File: src/rtl/sfq_pkg.sv
package sfq_pkg;

  typedef enum logic [1:0] {
    LK_CACHE = 2'd0,
    LK_FWD   = 2'd1,
    LK_WAIT  = 2'd2
  } lk_kind_e;

  typedef struct packed {
    logic addr_ok;
    logic data_ok;
  } ent_flags_t;

endpackage

File: src/rtl/sfq_ptr.sv
module sfq_ptr #(
  parameter int DEPTH = 8,
  localparam int IW = $clog2(DEPTH),
  localparam int TW = IW + 1
) (
  input  logic          clk,
  input  logic          rst_n,
  input  logic          alloc_fire,
  input  logic          pop,
  input  logic          flush,
  input  logic [TW-1:0] flush_tag,
  output logic [TW-1:0] head_tag,
  output logic [TW-1:0] tail_tag,
  output logic [TW-1:0] count,
  output logic          full,
  output logic          empty
);

  always_ff @(posedge clk) begin
    if (!rst_n) begin
      head_tag <= '0;
      tail_tag <= '0;
    end else begin
      if (pop) head_tag <= head_tag + TW'(1);
      if (flush) tail_tag <= flush_tag + TW'(1);
      else if (alloc_fire) tail_tag <= tail_tag + TW'(1);
    end
  end

  assign count = tail_tag - head_tag;
  assign full  = (count == TW'(DEPTH));
  assign empty = (count == '0);

endmodule

File: src/rtl/sfq_store.sv
module sfq_store #(
  parameter int DEPTH = 8,
  parameter int AW = 32,
  parameter int DW = 32,
  localparam int IW = $clog2(DEPTH)
) (
  input  logic                  clk,
  input  logic                  rst_n,
  input  logic                  alloc_fire,
  input  logic [IW-1:0]         alloc_idx,
  input  logic                  sta_we,
  input  logic [IW-1:0]         sta_idx,
  input  logic [AW-1:0]         sta_addr,
  input  logic                  std_we,
  input  logic [IW-1:0]         std_idx,
  input  logic [DW-1:0]         std_data,
  output logic [AW-1:0]         addr_q  [DEPTH],
  output logic [DW-1:0]         data_q  [DEPTH],
  output sfq_pkg::ent_flags_t   flags_q [DEPTH]
);

  for (genvar i = 0; i < DEPTH; i++) begin : g_ent
    logic hit_a, hit_d, hit_n;
    assign hit_a = sta_we && (sta_idx == IW'(i));
    assign hit_d = std_we && (std_idx == IW'(i));
    assign hit_n = alloc_fire && (alloc_idx == IW'(i));

    always_ff @(posedge clk) begin
      if (!rst_n) begin
        flags_q[i] <= '0;
      end else if (hit_n) begin
        flags_q[i] <= '0;
      end else begin
        if (hit_a) flags_q[i].addr_ok <= 1'b1;
        if (hit_d) flags_q[i].data_ok <= 1'b1;
      end
    end

    always_ff @(posedge clk) begin
      if (hit_a) addr_q[i] <= sta_addr;
      if (hit_d) data_q[i] <= std_data;
    end
  end

endmodule

File: src/rtl/sfq_search.sv
module sfq_search #(
  parameter int DEPTH = 8,
  parameter int AW = 32,
  localparam int IW = $clog2(DEPTH),
  localparam int TW = IW + 1
) (
  input  logic [TW-1:0]         head_tag,
  input  logic [TW-1:0]         count,
  input  logic [TW-1:0]         ld_age,
  input  logic [AW-1:0]         ld_addr,
  input  logic [AW-1:0]         addr_q  [DEPTH],
  input  sfq_pkg::ent_flags_t   flags_q [DEPTH],
  output sfq_pkg::lk_kind_e     kind,
  output logic [IW-1:0]         sel_idx
);

  logic [TW-1:0] ld_off;
  logic [IW-1:0] idx;
  logic          found;
  logic          sel_rdy;

  always_comb begin
    ld_off  = ld_age - head_tag;
    found   = 1'b0;
    sel_rdy = 1'b0;
    sel_idx = '0;
    idx     = '0;
    // walk from oldest to youngest; the last older match is the nearest
    for (int k = 0; k < DEPTH; k++) begin
      idx = head_tag[IW-1:0] + IW'(k);
      if ((TW'(k) < ld_off) && (TW'(k) < count) &&
          flags_q[idx].addr_ok && (addr_q[idx] == ld_addr)) begin
        found   = 1'b1;
        sel_idx = idx;
        sel_rdy = flags_q[idx].data_ok;
      end
    end
    if (!found)       kind = sfq_pkg::LK_CACHE;
    else if (sel_rdy) kind = sfq_pkg::LK_FWD;
    else              kind = sfq_pkg::LK_WAIT;
  end

endmodule

File: src/rtl/store_fwd_queue.sv
module store_fwd_queue #(
  parameter int DEPTH = 8,
  parameter int AW = 32,
  parameter int DW = 32,
  localparam int IW = $clog2(DEPTH),
  localparam int TW = IW + 1
) (
  input  logic          clk,
  input  logic          rst_n,
  input  logic          alloc_valid,
  output logic          alloc_ready,
  output logic [TW-1:0] alloc_tag,
  input  logic          sta_valid,
  input  logic [TW-1:0] sta_tag,
  input  logic [AW-1:0] sta_addr,
  input  logic          std_valid,
  input  logic [TW-1:0] std_tag,
  input  logic [DW-1:0] std_data,
  input  logic          ld_valid,
  input  logic [TW-1:0] ld_age,
  input  logic [AW-1:0] ld_addr,
  input  logic [DW-1:0] ld_cache_data,
  output logic          ld_fwd,
  output logic          ld_wait,
  output logic [DW-1:0] ld_data,
  input  logic          retire_valid,
  output logic          retire_ready,
  output logic          dc_valid,
  input  logic          dc_ready,
  output logic [AW-1:0] dc_addr,
  output logic [DW-1:0] dc_data,
  input  logic          flush_valid,
  input  logic [TW-1:0] flush_tag
);

  logic [TW-1:0]       head_tag, tail_tag, occ;
  logic                full, empty, alloc_fire, pop, head_done;
  logic [IW-1:0]       head_idx, sel_idx;
  logic [AW-1:0]       addr_q  [DEPTH];
  logic [DW-1:0]       data_q  [DEPTH];
  sfq_pkg::ent_flags_t flags_q [DEPTH];
  sfq_pkg::lk_kind_e   kind;

  assign alloc_ready = !full && !flush_valid;
  assign alloc_fire  = alloc_valid && alloc_ready;
  assign alloc_tag   = tail_tag;

  assign head_idx  = head_tag[IW-1:0];
  assign head_done = !empty && flags_q[head_idx].addr_ok && flags_q[head_idx].data_ok;
  assign dc_valid  = retire_valid && head_done;
  assign dc_addr   = addr_q[head_idx];
  assign dc_data   = data_q[head_idx];
  assign pop       = dc_valid && dc_ready;
  assign retire_ready = pop;

  sfq_ptr #(.DEPTH(DEPTH)) u_ptr (
    .clk(clk), .rst_n(rst_n),
    .alloc_fire(alloc_fire), .pop(pop),
    .flush(flush_valid), .flush_tag(flush_tag),
    .head_tag(head_tag), .tail_tag(tail_tag),
    .count(occ), .full(full), .empty(empty)
  );

  sfq_store #(.DEPTH(DEPTH), .AW(AW), .DW(DW)) u_store (
    .clk(clk), .rst_n(rst_n),
    .alloc_fire(alloc_fire), .alloc_idx(tail_tag[IW-1:0]),
    .sta_we(sta_valid), .sta_idx(sta_tag[IW-1:0]), .sta_addr(sta_addr),
    .std_we(std_valid), .std_idx(std_tag[IW-1:0]), .std_data(std_data),
    .addr_q(addr_q), .data_q(data_q), .flags_q(flags_q)
  );

  sfq_search #(.DEPTH(DEPTH), .AW(AW)) u_search (
    .head_tag(head_tag), .count(occ),
    .ld_age(ld_age), .ld_addr(ld_addr),
    .addr_q(addr_q), .flags_q(flags_q),
    .kind(kind), .sel_idx(sel_idx)
  );

  assign ld_fwd  = ld_valid && (kind == sfq_pkg::LK_FWD);
  assign ld_wait = ld_valid && (kind == sfq_pkg::LK_WAIT);
  assign ld_data = ld_fwd ? data_q[sel_idx] : ld_cache_data;

endmodule

File: config.mk
export PLATFORM = sky130hd
export DESIGN_NAME = store_fwd_queue
export DESIGN_NICKNAME = d
export VERILOG_FILES = /design/src/rtl/sfq_pkg.sv /design/src/rtl/sfq_ptr.sv /design/src/rtl/sfq_store.sv /design/src/rtl/sfq_search.sv /design/src/rtl/store_fwd_queue.sv
export SDC_FILE = /design/constraint.sdc
export NUM_CORES = 1
export LEC_CHECK = 0
export ABC_AREA = 1
export BUFFER_PORTS_ARGS = -buffer_cell sky130_fd_sc_hd__buf_2
export CORE_ASPECT_RATIO = 1.75
export CORE_MARGIN = 3
export CORE_UTILIZATION = 25
export CTS_CLUSTER_DIAMETER = 80
export DETAILED_ROUTE_END_ITERATION = 10
export PLACE_DENSITY_LB_ADDON = 0.12
export SLEW_MARGIN = 10
export SYNTH_ARGS = -nofsm -noshare
export SYNTH_HDL_FRONTEND = slang
export SYNTH_SLANG_ARGS = --single-unit
File: constraint.sdc
create_clock -name clk -period 8.6 [get_ports clk]
set_input_delay 0.43 -clock clk [delete_from_list [all_inputs] [get_ports clk]]
set_output_delay 0.43 -clock clk [all_outputs]
set_load 0.02 [all_outputs]
======== Yosys cells after proc, flatten, opt, wreduce, memory -nomap -nowiden ========
Cells that the tools add are included.
operators by class
  mux-type cells .......................... 83
  reduce and logical (&&, ||, !) cells .... 72
  bitwise gates (word level) .............. 10
  $lt $le $gt $ge ......................... 25
  $add $sub $neg .......................... 12
  eq/ne operators ......................... 32
operators by type and width
  operator                                                             count
  32-bit binary-select mux with 3-bit select                           10
  32-bit 2-to-1 mux                                                    21
  32-bit == test                                                       8
  1-bit logical AND                                                    56
  2-bit binary-select mux with 3-bit select                            8
  3-bit == test, second input constant                                 12
  4-bit greater-or-equal comparator, second input constant             9
  2-bit 2-to-1 mux                                                     18
  3-bit NOT with 4-bit output                                          9
  3-bit by 4-bit < comparator with 1-bit output, first input constant  8
  3-bit 2-to-1 mux                                                     8
  3-bit by 2-bit == test with 1-bit output, second input constant      6
  1-bit by 4-bit < comparator with 1-bit output, first input constant  4
  2-bit by 4-bit < comparator with 1-bit output, first input constant  4
  1-bit 2-to-1 mux                                                     16
  2-bit OR reduction                                                   8
  3-bit adder, second input constant                                   4
  4-bit by 1-bit adder with 4-bit output, second input constant        3
  3-bit by 1-bit == test with 1-bit output, second input constant      3
  3-bit logical NOT                                                    3
  4-bit 2-to-1 mux                                                     2
  4-bit subtractor                                                     2
  3-bit by 2-bit adder with 3-bit output, second input constant        2
  4-bit == test, second input constant                                 1
  7 further kinds                                                      9
storage, ports and cells
  input bits .............................. 153
  word-level logic and storage cells ...... 268
  output and inout bits ................... 105
  flip-flop bits (word level) ............. 536

======== Logic depth before layout (Yosys ltp) ========
  depth after elaboration ................. 19
  depth in mapped cells ................... 41
  gate-level depth less buffers ........... 31

======== By module ========
A second synthesis with hierarchy kept.
unflattened totals
  cell total of the unflattened synthesis .. 5239
  area, all modules ....................... 37702.4 µm²
by module, submodules not included
  module           instances  sequential area each (µm²)  cells an instance  area an instance (µm²)
  sfq_store        1          15695.1                     619                16042.9
  sfq_search       1          0.0                         2976               13797.0
  store_fwd_queue  1          0.0                         1563               7320.8
  sfq_ptr          1          160.2                       81                 541.8

======== Worst setup path after synthesis ========
No wires, ideal clock.
  kind .................................... flip-flop to output port
  start point ............................. register u_ptr.head_tag[0]
  end point ............................... output ld_data[29]
  cell stages (with the launch flop) ...... 36
  required time ........................... 8.170 ns
  path slack .............................. 3.345 ns
  data arrival time ....................... 4.825 ns
  buffers on the path ..................... 12
  cells stage by stage .................... dfxtp_1 buf_6 inv_4 buf_4 buf_2 buf_1 clkbuf_1 clkbuf_1 clkbuf_1 ha_1 buf_2 inv_2 buf_2 buf_2 nand3_1 nand3_1 nand2_1 xor2_1 a21oi_1 nand3_1 nor2_1 and2_1 nand2_1 nor2_1 nor2_1 nand2_2 nand2_2 buf_6 buf_4 nand2_1 nand2_1 nand2_1 nand3_1 nand3_1 nand2_1 inv_1
between the ends
  elaborated cells on any way between the ends .. 146
  classes of those cells .................. 9 x add/sub; 16 x order compare; 9 x eq/ne; 78 x mux; 9 x bitwise; 25 x reduce/logical
RTL lines
  what                                                                                                     line                                          source
  from (decl)                                                                                              sfq_ptr.sv:12                                 output logic [TW-1:0] head_tag,
  from (signal assigned)                                                                                   sfq_ptr.sv:24                                 if (pop) head_tag <= head_tag + TW'(1);
  3-bit adder *                                                                                            sfq_search.sv:30                              idx = head_tag[IW-1:0] + IW'(k);
  named net u_search.idx[0]                                                                                sfq_search.sv:18                              logic [IW-1:0] idx;
  3-bit NOT with 4-bit output (implied by the code)                                                        sfq_search.sv:32, sfq_search.sv:35
  32-bit binary-select mux with 3-bit select or 2-bit binary-select mux with 3-bit select (tied branches)  sfq_search.sv:32, sfq_search.sv:35
  32-bit 2-to-1 mux (implied by the code) or 2-bit 2-to-1 mux (tied branches) (2 in series)                sfq_search.sv:32                              flags_q[idx].addr_ok && (addr_q[idx] == ld_addr)) begin
  32-bit == test or 1-bit logical AND (tied branches)                                                      sfq_search.sv:32, sfq_search.sv:31
  1-bit logical AND                                                                                        sfq_search.sv:32
  3-bit 2-to-1 mux or 1-bit 2-to-1 mux (tied branches)                                                     sfq_search.sv:31                              if ((TW'(k) < ld_off) && (TW'(k) < count) &&
  3-bit NOT with 4-bit output (implied by the code) or 2-bit 2-to-1 mux (tied branches)                    store_fwd_queue.sv:81, sfq_search.sv:39
  32-bit binary-select mux with 3-bit select or 2-bit 2-to-1 mux (tied branches)                           store_fwd_queue.sv:81, sfq_search.sv:38
  32-bit 2-to-1 mux (implied by the code) or 2-bit by 1-bit == test with 1-bit output (tied branches)      store_fwd_queue.sv:81, store_fwd_queue.sv:79
  32-bit 2-to-1 mux (implied by the code) or 1-bit logical AND (tied branches)                             store_fwd_queue.sv:81, store_fwd_queue.sv:79
  32-bit 2-to-1 mux *                                                                                      store_fwd_queue.sv:81                         assign ld_data = ld_fwd ? data_q[sel_idx] : ld_cache_data;
  to (decl)                                                                                                store_fwd_queue.sv:25                         output logic [DW-1:0] ld_data,
Mark *: on every way through the listed nets, which the timed path passes. The rest lies on a longest branch. The select of a mux whose other input is x is not followed.

======== Final worst setup path ========
  start point ............................. register u_ptr.head_tag[0]
  end point ............................... output ld_data[27]
between the ends
  cells in the longest elaborated chain, start to end .. 19
  elaborated cells on any way between the ends .. 146
  classes of those cells .................. 9 x add/sub; 16 x order compare; 9 x eq/ne; 78 x mux; 9 x bitwise; 25 x reduce/logical
ends and longest elaborated chain
  what                                                                                                 line
  3-bit by 1-bit adder with 3-bit output or 3-bit NOT with 4-bit output (tied branches)                sfq_search.sv:30, sfq_search.sv:32, sfq_search.sv:35
  3-bit NOT with 4-bit output (implied by the code), or another cell as far along                      sfq_search.sv:32, sfq_search.sv:35
  32-bit binary-select mux with 3-bit select, or another cell as far along                             sfq_search.sv:32
  32-bit 2-to-1 mux (implied by the code) or 2-bit 2-to-1 mux (tied branches)                          sfq_search.sv:32, sfq_search.sv:35
  32-bit 2-to-1 mux (implied by the code), or another cell as far along                                sfq_search.sv:32
  32-bit == test, or another cell as far along                                                         sfq_search.sv:32
  1-bit logical AND, or another cell as far along                                                      sfq_search.sv:32
  3-bit 2-to-1 mux or 1-bit 2-to-1 mux (tied branches) (7 in series)                                   sfq_search.sv:31
  3-bit NOT with 4-bit output (implied by the code) or 2-bit 2-to-1 mux (tied branches)                store_fwd_queue.sv:81, sfq_search.sv:39
  32-bit binary-select mux with 3-bit select or 2-bit 2-to-1 mux (tied branches)                       store_fwd_queue.sv:81, sfq_search.sv:38
  32-bit 2-to-1 mux (implied by the code) or 2-bit by 1-bit == test with 1-bit output (tied branches)  store_fwd_queue.sv:81, store_fwd_queue.sv:79
  32-bit 2-to-1 mux (implied by the code) or 1-bit logical AND (tied branches)                         store_fwd_queue.sv:81, store_fwd_queue.sv:79
  32-bit 2-to-1 mux *                                                                                  store_fwd_queue.sv:81
Every way passes the cells marked *; elsewhere a longest branch is shown, timed or not. The select of a mux whose other input is x is not followed.

==> impl_metrics.env <==
export IMPL_outcome="completed"
export IMPL_synthXorXnorAreaFrac_pct=1.590
export IMPL_min_delay_start="std_data[11]"
export IMPL_drt_total_wl_um=183800
export IMPL_cp_slowest_cell="buf_4"
export IMPL_synth_area_leaders="edfxtp_1 (42%), nand2_1 (17%), nand3_1 (16%)"
export IMPL_die_w_um=294.5
export IMPL_grt_max_degree=146
export IMPL_drive_gt1_share_pct=10.27
export IMPL_final_common_cell="nand2_1"
export IMPL_worst_setup_path_type="reg2out"
export IMPL_slew_headroom_pct=32.63
export IMPL_power_total_mw=6.610
export IMPL_synthFlopType="edfxtp_1"
export IMPL_initial_core_util_pct=25.28
export IMPL_drt_antenna_violating_nets=0
export IMPL_p_leak_nw=17.49
export IMPL_grt_usage_pct=23.89
export IMPL_p_int_mw=4.784
export IMPL_vdd_ir_drop_max_uv=160.9
export IMPL_dieArea_mm2=0.1505
export IMPL_remaining_drc_errors=0
export IMPL_async_flop_share_pct=0
export IMPL_cp_endpoint="ld_data[27]"
export IMPL_yosysUniqueCellTypes=49
export IMPL_drt_iter0_drc=2620
export IMPL_synth_yosys_seq_area_share_pct=43.53
export IMPL_seq_power_share_pct=45.3
export IMPL_fmax_mhz=131.7
export IMPL_synth_adder_area_share_pct=0.4534
export IMPL_worstPathMaxFanout=66
export IMPL_power_density_mw_per_mm2=156.6
export IMPL_min_path_type="in2reg"
export IMPL_fillers=15920
export IMPL_tritoncts="built"
export IMPL_worstRegToRegCells=13
export IMPL_htree_levels=3
export IMPL_drv_cap=0
export IMPL_power_switching_mw=1.826
export IMPL_slew_violations=0
export IMPL_swShare_pct=27.62
export IMPL_rsz0062_at_grt="no"
export IMPL_setup_viol=0
export IMPL_layout_common_cells="nand2_1 (1,629), nand3_1 (1,200), edfxtp_1 (512)"
export IMPL_cts_buffers=69
export IMPL_synth_compound_area_share_pct=7.588
export IMPL_dr_total_vias=36570
export IMPL_critPathMostFrequentCell="nand2_1"
export IMPL_root_buffer="clkbuf_16"
export IMPL_hold_viol=0
export IMPL_syn_avg_cell_area_um2=7.309
export IMPL_final_nets=5292
export IMPL_reg2reg_slack_ps=5320
export IMPL_synth_area_leader_cell="edfxtp_1"
export IMPL_max_stage_delay_ps=660
export IMPL_finish_utilization_pct=29.28
export IMPL_synthesis_area_mm2=0.03643
export IMPL_grt_pass1_wl_um=256800
export IMPL_clk_insertion_delay_late_ps=690
export IMPL_combinationalPowerShare_pct=10.5
export IMPL_post_drt_wl_per_cell_um=26.07
export IMPL_yosys_area_share_simple_pct=39.36
export IMPL_cts_setup_buffers=0
export IMPL_period_share_pct=88.29
export IMPL_crit_path_end_kind="output port"
export IMPL_yosysTopAreaCellShare_pct=42.21
export IMPL_die_h_um=511.0
export IMPL_gp_routability_congestion=0.9826
export IMPL_hold_depth=1
export IMPL_ys_warn_count=0
export IMPL_syn_nets=5149
export IMPL_dp_hpwl_um=128200
export IMPL_synth_seq_cells=536
export IMPL_fp_row_count=184
export IMPL_io_pin_count=258
export IMPL_antenna_found_initial=30
export IMPL_clk_pin_slew_ps=60
export IMPL_worstPathArrival_ps=7160
export IMPL_synth_edf_count=512
export IMPL_muxShareOfSynthArea_pct=0.3023
export IMPL_viasPerCell=5.187
export IMPL_clkPwrFrac_pct=44.2
export IMPL_firstDrtPassIters=6
export IMPL_core_area_mm2=0.1441
export IMPL_reg2reg_from="u_ptr.head_tag[2]"
export IMPL_critical_path_startpoint_type="register"
export IMPL_syn_inst=4984
export IMPL_rr_endpoint="u_store.flags_q[10]"
export IMPL_tightest_slew_ps=1011
export IMPL_clock_sinks=536
export IMPL_gr_total_overflow=0
export IMPL_synth_top_family_by_area="simple AND/OR/NAND/NOR gates"
export IMPL_totalNegativeSetupSlack_ps=0
export IMPL_finClkSkew_ps=21.22
export IMPL_cp_required_ps=8170
export IMPL_grt_pass1_vias=35600
export IMPL_portBuffers=255
export IMPL_min_period_ps=7593
export IMPL_critPathLaunch="u_ptr.head_tag[0]"
export IMPL_clk_path_buf_depth=3
export IMPL_syn_to_final_growth_pct=15.86
-- synth_stat cells (9+ instances only) --
master / n
a211oi_1: 11
a21oi_1: 97
a31oi_1: 35
and2_0: 14
and2_1: 9
buf_1: 29
buf_2: 152
buf_4: 26
buf_6: 24
clkbuf_1: 83
clkinv_1: 12
dfxtp_1: 24
edfxtp_1: 512
ha_1: 10
inv_1: 232
inv_2: 10
mux2i_1: 11
nand2_1: 1630
nand3_1: 1200
nand3b_1: 35
nand4_1: 47
nor2_1: 293
o211ai_1: 26
o21a_1: 11
o21ai_0: 230
o21ai_1: 54
o22ai_1: 12
or2_2: 38
xor2_1: 59
-- layout make-up --
class	instances	area [um^2]	area share [%]
antenna	13	32.53	0.07708
clock buffer	81	1803	4.272
clock inverter	41	397.9	0.9428
inverter	255	984.7	2.333
multi-input combinational	3877	18150	43.00
sequential	536	15870	37.59
tap	1860	2327	5.514
timing repair buffer	388	2643	6.261
-- metrics by stage --
stage                     instance area [um^2]  hold slack (ps)  std cells  setup slack [ps]
after floorplan                          36430            455.1       4984              3345
after CTS                                42170          0.07694       7038              1043
after global placement                   39500            466.1       6869              1792
after detailed placement                 39500            480.3       6869              1825
after global routing                     42180            9.659       7040             585.2
final                                    42200            42.73       7051              1007
-- logic make-up (layout without fill, tap and decap cells) --
group                      count (synthesis)  in the layout
AOI/OAI and AO/OA                        499            499
xor gates and xnor gates                  64             64
adders and majority gates                 12             12
buffers and inverters                    571            765
DFF                                      536            536
muxes                                     11             11
other                                      0             13
and+or+nand+nor                         3291           3291
-- worst max-delay path: cells and delay by family (launching register included) --
family                     cells  cell delay, ps
adders and majority gates      1             400
buffers and inverters          7            2740
DFF                            1             630
and+or+nand+nor               20            2480
-- flip-flops by register name (all words and copies together), names as in the netlist --
signal / flops
u_store.flags_q: 16
u_store.addr_q: 256
u_ptr.head_tag: 4
u_store.data_q: 256
u_ptr.tail_tag: 4
-- how the worst min path moves through the flow --
stage	to	slack, ps
after floorplan	u_store.flags_q[0]	460
after global placement	u_store.flags_q[12]	470
after detailed placement	u_store.flags_q[8]	480
after CTS	u_store.data_q[203]	0.08
after global routing	u_store.data_q[119]	10
final	u_store.data_q[171]	40
-- power by group through the flow --
stage	clock network, mW	logic (mW)	registers, mW
after floorplan	0	0.337	3.04
after global placement	0	0.673	3.05
after detailed placement	0	0.675	3.05
after CTS	3.00	0.696	2.99
after global routing	3.09	0.752	3.00
final	2.92	0.694	2.99
-- metal layers --
layer	vias up	part of all wire (%)	GRT usage, %
met4	22	8.2	16.71
met2	1239	50	42.29
met1	17590	36	25.17
met3	407	6.2	4.815
li1	17310	-	-
met5	-	0.072	0
-- repair_timing --
| item | 4_1_cts | 5_1_grt |
|---|---|---|
| endpoints found under the hold margin | 351 | 0 |
| hold buffers | 47 | 0 |
| gates resized for setup | 0 | 0 |
No activity file was read; power rests on OpenSTA's default activity.
